## src/rtl/rec_pkg.sv

```systemverilog
package rec_pkg;
    typedef enum logic [1:0] {
        FMT_STEREO_WIDE = 2'd0,
        FMT_MONO_WIDE   = 2'd1,
        FMT_STEREO_NARR = 2'd2,
        FMT_BAD_COMBO   = 2'd3
    } rec_fmt_e;
endpackage

```

## src/rtl/rec_lock_qual.sv

```systemverilog
module rec_lock_qual #(
    parameter int BLOCK_FRAMES = 192
) (
    input  logic clk,
    input  logic rst_n,
    input  logic frm_valid,
    input  logic rx_lock,
    input  logic rx_blk_start,
    input  logic rx_copy_ok,
    input  logic rx_cat_l,
    output logic qualified,
    output logic original
);
    localparam int CW = $clog2(BLOCK_FRAMES + 1);
    localparam logic [CW-1:0] CNT_MAX = CW'(BLOCK_FRAMES);

    typedef struct packed {
        logic [CW-1:0] cnt;
        logic          orig;
    } qual_t;

    qual_t st_d, st_q;

    always_comb begin
        st_d = st_q;
        if (!rx_lock) begin
            st_d.cnt = '0;
        end else if (frm_valid && (st_q.cnt != CNT_MAX)) begin
            st_d.cnt = st_q.cnt + 1'b1;
        end
        if (frm_valid && rx_lock && rx_blk_start) begin
            st_d.orig = rx_copy_ok | rx_cat_l;
        end
    end

    always_ff @(posedge clk or negedge rst_n) begin
        if (!rst_n) begin
            st_q <= '0;
        end else begin
            st_q <= st_d;
        end
    end

    assign qualified = (st_q.cnt == CNT_MAX);
    assign original  = st_q.orig;

    // the count never runs past one block
    p_cnt_bound_r4: assert property (@(posedge clk) disable iff (!rst_n)
        st_q.cnt <= CNT_MAX);

    // a lock drop removes qualification on the next cycle
    p_lock_drop_r4: assert property (@(posedge clk) disable iff (!rst_n)
        !rx_lock |=> !qualified);

    // copy status follows the block-start frame
    p_orig_latch_r5: assert property (@(posedge clk) disable iff (!rst_n)
        (frm_valid && rx_lock && rx_blk_start) |=> (original == $past(rx_copy_ok || rx_cat_l)));
endmodule

```

## src/rtl/rec_fmt_reduce.sv

```systemverilog
module rec_fmt_reduce
    import rec_pkg::*;
#(
    parameter int SAMPLE_W = 16,
    parameter int NARROW_W = 8
) (
    input  logic [1:0]          fmt,
    input  logic [SAMPLE_W-1:0] in_l,
    input  logic [SAMPLE_W-1:0] in_r,
    output logic [SAMPLE_W-1:0] out_l,
    output logic [SAMPLE_W-1:0] out_r
);
    localparam int SUM_W = SAMPLE_W + 1;
    localparam int PAD_W = SAMPLE_W - NARROW_W;

    logic [SUM_W-1:0] sum;

    assign sum = {in_l[SAMPLE_W-1], in_l} + {in_r[SAMPLE_W-1], in_r};

    always_comb begin
        out_l = in_l;
        out_r = in_r;
        case (fmt)
            FMT_MONO_WIDE: begin
                out_l = sum[SUM_W-1:1];
                out_r = '0;
            end
            FMT_STEREO_NARR: begin
                out_l = {{PAD_W{1'b0}}, in_l[SAMPLE_W-1 -: NARROW_W]};
                out_r = {{PAD_W{1'b0}}, in_r[SAMPLE_W-1 -: NARROW_W]};
            end
            default: begin
                out_l = in_l;
                out_r = in_r;
            end
        endcase
    end
endmodule

```

## src/rtl/rec_src_sel.sv

```systemverilog
module rec_src_sel
    import rec_pkg::*;
#(
    parameter int SAMPLE_W     = 16,
    parameter int NARROW_W     = 8,
    parameter int BLOCK_FRAMES = 192
) (
    input  logic                clk,
    input  logic                rst_n,
    input  logic                frm_valid,
    input  logic [SAMPLE_W-1:0] adc_left,
    input  logic [SAMPLE_W-1:0] adc_right,
    input  logic [SAMPLE_W-1:0] rx_left,
    input  logic [SAMPLE_W-1:0] rx_right,
    input  logic                rx_lock,
    input  logic                rx_blk_start,
    input  logic                rx_copy_ok,
    input  logic                rx_cat_l,
    input  logic [1:0]          fmt_sel,
    output logic                out_valid,
    output logic [SAMPLE_W-1:0] out_left,
    output logic [SAMPLE_W-1:0] out_right,
    output logic                out_src_rx,
    output logic                fmt_err
);
    typedef struct packed {
        logic                valid;
        logic                src_rx;
        logic                err;
        logic [SAMPLE_W-1:0] l;
        logic [SAMPLE_W-1:0] r;
    } out_t;

    out_t st_d, st_q;

    logic                qualified;
    logic                original;
    logic                bad_fmt;
    logic                use_rx;
    logic [SAMPLE_W-1:0] pick_l, pick_r;
    logic [SAMPLE_W-1:0] red_l, red_r;

    rec_lock_qual #(
        .BLOCK_FRAMES(BLOCK_FRAMES)
    ) u_qual (
        .clk          (clk),
        .rst_n        (rst_n),
        .frm_valid    (frm_valid),
        .rx_lock      (rx_lock),
        .rx_blk_start (rx_blk_start),
        .rx_copy_ok   (rx_copy_ok),
        .rx_cat_l     (rx_cat_l),
        .qualified    (qualified),
        .original     (original)
    );

    assign bad_fmt = (fmt_sel == FMT_BAD_COMBO);
    assign use_rx  = rx_lock && qualified && original && !bad_fmt;
    assign pick_l  = use_rx ? rx_left  : adc_left;
    assign pick_r  = use_rx ? rx_right : adc_right;

    rec_fmt_reduce #(
        .SAMPLE_W (SAMPLE_W),
        .NARROW_W (NARROW_W)
    ) u_reduce (
        .fmt   (fmt_sel),
        .in_l  (pick_l),
        .in_r  (pick_r),
        .out_l (red_l),
        .out_r (red_r)
    );

    always_comb begin
        st_d       = st_q;
        st_d.err   = bad_fmt;
        st_d.valid = frm_valid;
        if (frm_valid) begin
            st_d.src_rx = use_rx;
            st_d.l      = red_l;
            st_d.r      = red_r;
        end
    end

    always_ff @(posedge clk or negedge rst_n) begin
        if (!rst_n) begin
            st_q <= '0;
        end else begin
            st_q <= st_d;
        end
    end

    assign out_valid  = st_q.valid;
    assign out_src_rx = st_q.src_rx;
    assign fmt_err    = st_q.err;
    assign out_left   = st_q.l;
    assign out_right  = st_q.r;

    // receiver frames only come from a locked input
    p_rx_locked_r3: assert property (@(posedge clk) disable iff (!rst_n)
        (out_valid && out_src_rx) |-> $past(rx_lock));

    // receiver frames only after one full qualified block
    p_rx_qualified_r4: assert property (@(posedge clk) disable iff (!rst_n)
        (out_valid && out_src_rx) |-> $past(qualified));

    // narrow mode leaves the upper bits clear
    p_narrow_clear_r6: assert property (@(posedge clk) disable iff (!rst_n)
        (out_valid && ($past(fmt_sel) == FMT_STEREO_NARR)) |->
            (out_left[SAMPLE_W-1:NARROW_W] == '0 && out_right[SAMPLE_W-1:NARROW_W] == '0));

    // a refused format never forwards receiver data
    p_bad_fmt_adc_r7: assert property (@(posedge clk) disable iff (!rst_n)
        (out_valid && fmt_err) |-> !out_src_rx);

    // outputs hold between frames
    p_hold_r8: assert property (@(posedge clk) disable iff (!rst_n)
        !out_valid |-> ($stable(out_left) && $stable(out_right) && $stable(out_src_rx)));
endmodule

```

## config.mk

```make
export PLATFORM = sky130hd
export DESIGN_NAME = rec_src_sel
export DESIGN_NICKNAME = d
export VERILOG_FILES = /design/src/rtl/rec_pkg.sv /design/src/rtl/rec_lock_qual.sv /design/src/rtl/rec_fmt_reduce.sv /design/src/rtl/rec_src_sel.sv
export SDC_FILE = /design/constraint.sdc
export NUM_CORES = 1
export LEC_CHECK = 0
export BUFFER_PORTS_ARGS = -buffer_cell sky130_fd_sc_hd__buf_4
export CAP_MARGIN = 0
export CELL_PAD_IN_SITES_DETAIL_PLACEMENT = 0
export CELL_PAD_IN_SITES_GLOBAL_PLACEMENT = 1
export CORE_UTILIZATION = 38
export CTS_BUF_LIST = sky130_fd_sc_hd__clkbuf_4 sky130_fd_sc_hd__clkbuf_8
export DETAILED_ROUTE_END_ITERATION = 16
export PLACE_DENSITY_LB_ADDON = 0.1
export REMOVE_ABC_BUFFERS = 1
export SYNTH_ARGS = -nofsm -noshare
export SYNTH_HDL_FRONTEND = slang
export SYNTH_SLANG_ARGS = --single-unit
```

## constraint.sdc

```tcl
create_clock -name clk -period 4.7 [get_ports clk]
set_input_delay 0.94 -clock clk [delete_from_list [all_inputs] [get_ports clk]]
set_output_delay 0.94 -clock clk [all_outputs]
set_load 0.005 [all_outputs]
```

==> impl_metrics.yaml, run 1 <==
run_status:
  status: "completed"
clock_tree:
  clock_path_buffers: 2
  htree_num_levels: 2
  clock_sinks: 44
  path_clk_slew_ps: 100
  postCtsSetupRepairBufs: 0
  clk_latency_ps: 310
  cts_tree: "built"
  hold_buffers: 0
  cts_buffers: 5
  cts_root_buf: "clkbuf_8"
  cts_resized: 0
global_routing:
  grt_pass1_vias: 3358
  grt_start_max_net_pins: 45
  grt_pass1_wl_um: 16700
  antenna_found_initial: 0
  grt_use_total: 0.237
  grt.overflow.total: 0
timing:
  relSlewSlack: 0.457
  period_minus_slack_ps: 3840
  fin_tns_setup_ps: 0
  hold_viol_final: 0
  worstMarginPinSlew_ps: 808
  rsz0062_at_grt: "no"
  drv_slew: 0
  fin_hold_ws_ps: 504
  final-setup-viol-count: 0
  layout_setup_ws_ps: 858
  clock_skew_ps: 8.58
  max_freq_ghz: 0.260
  period_share: 0.817
min_path:
  hold_end: "out_right[11]"
  hp-class: "reg2reg"
  min_from: "out_right[11]"
  holdPathStages: 1
synthesis:
  avgSynthCellArea_um2: 7.84
  synthArstFlopShare: 1.00
  synth-seq-cells: 44
  syn_area_um2: 3360
  syn_inst: 429
  yosysWarnings: 0
  yosysSeqAreaShare: 0.328
  synth_cell_types: 63
  synth_edf_count: 0
  synth_flop_cell: "dfrtp_1"
power_and_ir_drop:
  p_comb_frac: 0.317
  power_density_nw_per_um2: 253
  clock_power_share: 0.289
  p_int_uw: 748
  power_frac_seq: 0.394
  vdd_drop_max_uv: 134
  p_sw_uw: 364
  power_mw: 1.11
  power.leakage_nw: 2.17
  swShare: 0.328
critical_path:
  crit_chain: "buf_4 -> ha_1 -> nand3b_1 -> nor3_4 -> buf_4 -> nand2_1 -> nand2_1 -> ha_1 -> a21o_1 -> a222oi_1 -> o21ai_1 -> a31oi_1 -> mux2i_1 -> a221o_1"
  slowest_stage: "a222oi_1"
  critPathArrivalTime_ps: 4050
  end_kind: "flop"
  r2r_setup_slack_ps: 970
  required_ps: 4910
  critPathKind: "in2reg"
  crit_fanout: 18
  cp_num_buf_inv: 2
  rr_startpoint: "u_qual.st_q[1]"
  r2r_end: "out_left[13]"
  slowest_delay_ps: 430
  worst_path_dominant_cell_family: "compound AO/OA/AOI/OAI gates"
  critPathLaunchType: "input port"
  r2r_cells: 16
route:
  vias_per_cell: 5.52
  finalWirelength_um: 10600
  vias: 3526
  postRouteAntennaNets: 0
  drc_errors: 0
  drtIter0Drc: 146
  wl_per_cell_um: 16.5
  firstDrtPassIters: 4
floorplan:
  die_x_um: 96.1
  design.core.area_um2: 8380
  dieHeight_um: 96.1
  top_level_ports: 108
  dieArea_um2: 9230
  fp-row-count: 33
  initial_core_util: 0.401
final_layout:
  final_nets: 627
  fin_util: 0.525
  area_delta_synth_final_pct: 30.9
  antennaDiodeCount: 0
  finalInstanceArea_um2: 4400
  drive_gt1_frac: 0.258
  fillCellCount: 842
  layout.cells.non_filler: 639
job:
  drv_cap: 0
place:
  dp_slack_ps: 539
  hpwl_um: 8080
  dp_cells: 631
  portBuffers: 107
  place_area_um2: 4290
  gp_congestion: 0.861
worst reg2reg max path, stage by stage (launching register included):
cell and delay, ps:
dfrtp_1 430, inv_1 120, ha_1 180, nor4bb_1 230, buf_4 170, nand3_1 80
buf_4 240, nand2_1 110, nand2_1 80, ha_1 380, nand2_1 210, inv_1 80
a222oi_1 340, o21ai_1 250, a31oi_1 290, mux2i_1 120, a221o_1 320
layout by cell type, fill, tap and decap left out, types with 9 or more instances in the layout:
cell type,instances
a21oi_1,23
o21ai_0,16
buf_4,117
xor2_1,10
nand3_1,15
xnor2_1,9
inv_1,19
ha_1,20
a221oi_1,13
nor2_1,40
nand2_1,106
dfrtp_1,44
layout make-up:
cell class | instances | area (um^2) | share of cell area
inverter | 21 | 78.8 | 0.0179
timing repair buffer | 117 | 878 | 0.200
sequential | 44 | 1100 | 0.250
tap | 105 | 131 | 0.0298
clock inverter | 3 | 47.5 | 0.0108
multi-input combinational | 344 | 2100 | 0.476
clock buffer | 5 | 68.8 | 0.0156
worst max-delay path by stage:
| stage | start | to | slack [ps] | cells past startpoint |
|---|---|---|---|---|
| floorplan | fmt_sel[0] | out_left[13] | 700 | 12 |
| global placement | fmt_sel[0] | out_left[13] | 560 | 14 |
| detailed placement | fmt_sel[0] | out_left[13] | 540 | 14 |
| CTS | fmt_sel[0] | out_left[13] | 870 | 14 |
| global route | fmt_sel[0] | out_left[13] | 550 | 15 |
| finish | fmt_sel[0] | out_left[13] | 860 | 14 |
power groups by stage:
| stage | clock (mW) | combinational, mW | sequential, mW |
|---|---|---|---|
| after CTS | 0.328 | 0.356 | 0.438 |
| after floorplan | 0 | 0.177 | 0.446 |
| after global placement | 0 | 0.354 | 0.446 |
| final | 0.322 | 0.353 | 0.438 |
| after detailed placement | 0 | 0.354 | 0.445 |
| after global routing | 0.340 | 0.393 | 0.444 |
state kept, by name (all words and copies together), names as in the netlist:
name             count
u_qual.original      1
out_src_rx           1
fmt_err              1
u_qual.st_q          8
out_valid            1
out_right           16
out_left            16
cell usage after synthesis (all sizes together) (3+ instances only):
cell	count	area, um^2
o21a	5	37.5
o21ai	19	95.1
dfrtp	44	1100
nor2	41	156
o2bb2ai	3	26.3
clkbuf	15	56.3
xnor2	9	78.8
inv	19	71.3
buf	4	21.3
mux2i	7	70.1
xor2	10	87.6
nand2b	3	18.8
nand4	7	43.8
nor3	6	41.3
a21oi	24	124
ha	20	250
nand3	15	75.1
o22ai	6	37.5
nor2b	5	31.3
nand2	106	398
a22oi	3	22.5
a221oi	13	114
a221o	3	31.3
logic make-up after synthesis:
| logic type | count (synthesis) | share of synthesized area |
|---|---|---|
| AND/OR/NAND/NOR | 200 | 0.268 |
| AO/OA/AOI/OAI | 95 | 0.198 |
| flip-flops | 44 | 0.328 |
| buffers and inverters | 41 | 0.0491 |
| adder cells (fa/ha/maj) | 21 | 0.0804 |
| XOR/XNOR | 19 | 0.0495 |
| multiplexers | 9 | 0.0275 |
metal layers:
metal,part of all wire,global-route usage,wire [um]
met1,0.45,0.311,4800
met2,0.49,0.406,5140
met3,0.048,0.0348,510
met4,0.0097,0.0585,102
met5,0,0,0
(Power assumes the default switching activity.)
==> run 2: changes to the inputs <==
--- a/config.mk
+++ b/config.mk
@@ -5,11 +5,12 @@
 export SDC_FILE = /design/constraint.sdc
 export NUM_CORES = 1
 export LEC_CHECK = 0
+export ABC_AREA = 1
 export BUFFER_PORTS_ARGS = -buffer_cell sky130_fd_sc_hd__buf_4
 export CAP_MARGIN = 0
 export CELL_PAD_IN_SITES_DETAIL_PLACEMENT = 0
 export CELL_PAD_IN_SITES_GLOBAL_PLACEMENT = 1
-export CORE_UTILIZATION = 38
+export CORE_UTILIZATION = 36
 export CTS_BUF_LIST = sky130_fd_sc_hd__clkbuf_4 sky130_fd_sc_hd__clkbuf_8
 export DETAILED_ROUTE_END_ITERATION = 16
 export PLACE_DENSITY_LB_ADDON = 0.1
==> constraint.sdc (replaced) <==
create_clock -name clk -period 3.65 [get_ports clk]
set_input_delay 0.73 -clock clk [delete_from_list [all_inputs] [get_ports clk]]
set_output_delay 0.73 -clock clk [all_outputs]
set_load 0.005 [all_outputs]
==> run 2 against run 1 <==
Compared with the run above: clock-buffer cell count did not move; clock power rose by 17%; hold slack worse by 73 ps; final cell count up 15%; sequential share of layout area decreased by 0.70 points; synthesized cell count up 17%; final area up 2.9%; critical path depth rose by 5; flip-flop and latch count did not move; critical path type unchanged; global-route usage is 2.7 points higher.
==> impl_metrics.yaml, run 2 <==
run_status:
  status: "completed"
critical_path:
  critPathLaunchType: "input port"
  crit_fanout: 22
  critPathArrivalTime_ps: 3620
  end_kind: "flop"
  required_ps: 3840
  critPathKind: "in2reg"
synthesis:
  yosysTopAreaCellShare: 0.327
  synth_area_leaders: "dfrtp_1 33%, nand2_1 20%, ha_1 7.4%"
  ys_top_cells_by_count: "175 x nand2_1, 52 x nor2_1, 51 x inv_1"
  yosysWarnings: 0
  syn_area_um2: 3370
  synth_top_cell_by_area: "dfrtp_1"
  synthArstFlopShare: 1.00
  synth_cell_types: 34
  synth_flop_cell: "dfrtp_1"
  yosysSeqAreaShare: 0.327
  synth_edf_count: 0
  yosysMostFrequentCell: "nand2_1"
  avgSynthCellArea_um2: 6.70
  synth-seq-cells: 44
  syn_inst: 502
power_and_ir_drop:
  clock_power_share: 0.268
  power_mw: 1.41
  p_comb_frac: 0.330
  p_sw_uw: 458
  vdd_drop_max_uv: 158
  p_int_uw: 949
  power.leakage_nw: 2.45
  power_frac_seq: 0.402
  power_density_nw_per_um2: 311
  swShare: 0.325
clock_tree:
  clock_path_buffers: 2
  cts_root_buf: "clkbuf_8"
  path_clk_slew_ps: 90
  clk_latency_ps: 300
  cts_tree: "built"
  hold_buffers: 0
  cts_buffers: 5
  htree_num_levels: 2
  clock_sinks: 44
min_path:
  hp-class: "in2async"
final_layout:
  layout_commonest_cell: "nand2_1"
  final_nets: 719
  area_delta_synth_final_pct: 34.6
  antennaDiodeCount: 0
  fin_util: 0.509
  drive_gt1_frac: 0.250
  multi_input_area_um2: 1990
  fillCellCount: 920
  final_cell_mix: "175 x nand2_1, 126 x buf_4, 52 x nor2_1"
  ff_latch_area_um2: 1100
timing:
  hold_viol_final: 0
  period_minus_slack_ps: 3430
  max_freq_ghz: 0.292
  rsz0062_at_grt: "no"
  layout_setup_ws_ps: 220
  final-setup-viol-count: 0
  clock_skew_ps: 8.28
  relSlewSlack: 0.517
  drv_slew: 0
  worstMarginPinSlew_ps: 724
  period_share: 0.940
place:
  portBuffers: 107
  gp_congestion: 0.965
  dp_slack_ps: -75.9
  hpwl_um: 9620
global_routing:
  grt_pass1_wl_um: 19600
  antenna_found_initial: 0
  grt_pass1_vias: 3795
  grt_start_max_net_pins: 45
  grt_use_total: 0.263
  grt.overflow.total: 0
floorplan:
  top_level_ports: 108
  dieHeight_um: 98.7
  dieArea_um2: 9740
  design.core.area_um2: 8890
  fp-row-count: 34
  die_x_um: 98.7
  initial_core_util: 0.379
route:
  vias: 3801
  drc_errors: 0
  vias_per_cell: 5.19
  finalWirelength_um: 12300
  wl_per_cell_um: 16.8
  postRouteAntennaNets: 0
  firstDrtPassIters: 5
  drtIter0Drc: 195
job:
  drv_cap: 0
-- run 2: cell count changes after synthesis, moves of 9 or more --
| cell | delta |
|---|---|
| nor2_1 | +12 |
| nand2_1 | +69 |
| xnor2_1 | -9 |
| nand2_2 | +11 |
| inv_1 | +32 |
| nand3_1 | +16 |
| xor2_1 | -9 |
-- run 2: final cells by class --
type / instances / share of cell area
clock inverters: 1 / 0.00663
repair buffers: 128 / 0.218
inverters: 57 / 0.0472
well taps: 108 / 0.0298
multi-input cells: 389 / 0.440
flip-flops and latches: 44 / 0.243
clock buffers: 5 / 0.0152
-- run 2: layer usage --
metal | part of all wire | track usage | vias to the layer above
li1 | - | - | 1872
met5 | 0 | 0 | -
met4 | 0.030 | 0.0930 | 0
met2 | 0.44 | 0.410 | 149
met1 | 0.47 | 0.374 | 1758
met3 | 0.060 | 0.0369 | 22
-- run 2: cell families after synthesis --
family,after synthesis,synth area share
adders and majority gates,21,0.0803
and+or+nand+nor,292,0.370
xor gates and xnor gates,1,0.00260
AOI/OAI and AO/OA,75,0.139
DFF,44,0.327
buffers and inverters,69,0.0807
-- run 2: timing repair --
item | CTS | global route
resized for setup | 0 | 1
endpoints found under the hold margin | 0 | 0
setup endpoints to repair | 0 | 1
setup buffers | 0 | 0
-- run 2: stage by stage --
| stage | std cells | setup TNS (ps) | hold slack, ps | instance area [um^2] |
|---|---|---|---|---|
| 3_3_place_gp | 726 | -153 | 473 | 4430 |
| 4_1_cts | 732 | 0 | 454 | 4530 |
| 2_1_floorplan | 490 | 0 | 434 | 3310 |
| 3_5_place_dp | 726 | -88.4 | 475 | 4430 |
| 5_1_grt | 732 | 0 | 472 | 4530 |
| 6_report | 732 | 0 | 431 | 4530 |
-- run 2: power groups by stage --
stage,logic (mW),clock network [mW],registers [mW]
2_1_floorplan,0.215,0,0.572
3_3_place_gp,0.463,0,0.572
6_report,0.464,0.377,0.565
4_1_cts,0.465,0.384,0.565
5_1_grt,0.517,0.404,0.571
3_5_place_dp,0.462,0,0.574
-- run 2: worst max-delay path: stages --
cell and delay [ps]:
buf_4 120, ha_1 200, inv_1 60, nand2_1 110, nor2_8 150, nand3_4 110, inv_2 130, buf_12 170
nor2_1 60, nor2_1 310, ha_1 330, inv_1 110, o21bai_1 100, a21oi_1 200, nor2_1 80, a2111oi_1 380
nand3_1 130, nand3_1 100, nand2_1 50
-- run 2: final timing paths --
kind	from	end	slack, ps	depth (start not counted)
max	fmt_sel[0]	out_left[15]	220	19
min	rst_n	out_right[9]	430	1
max reg2reg	u_qual.st_q[1]	out_left[15]	320	18
min reg2reg	out_src_rx	out_src_rx	490	2
max in group asynchronous	rst_n	out_left[9]	2800	1
min in group clk	out_src_rx	out_src_rx	490	2
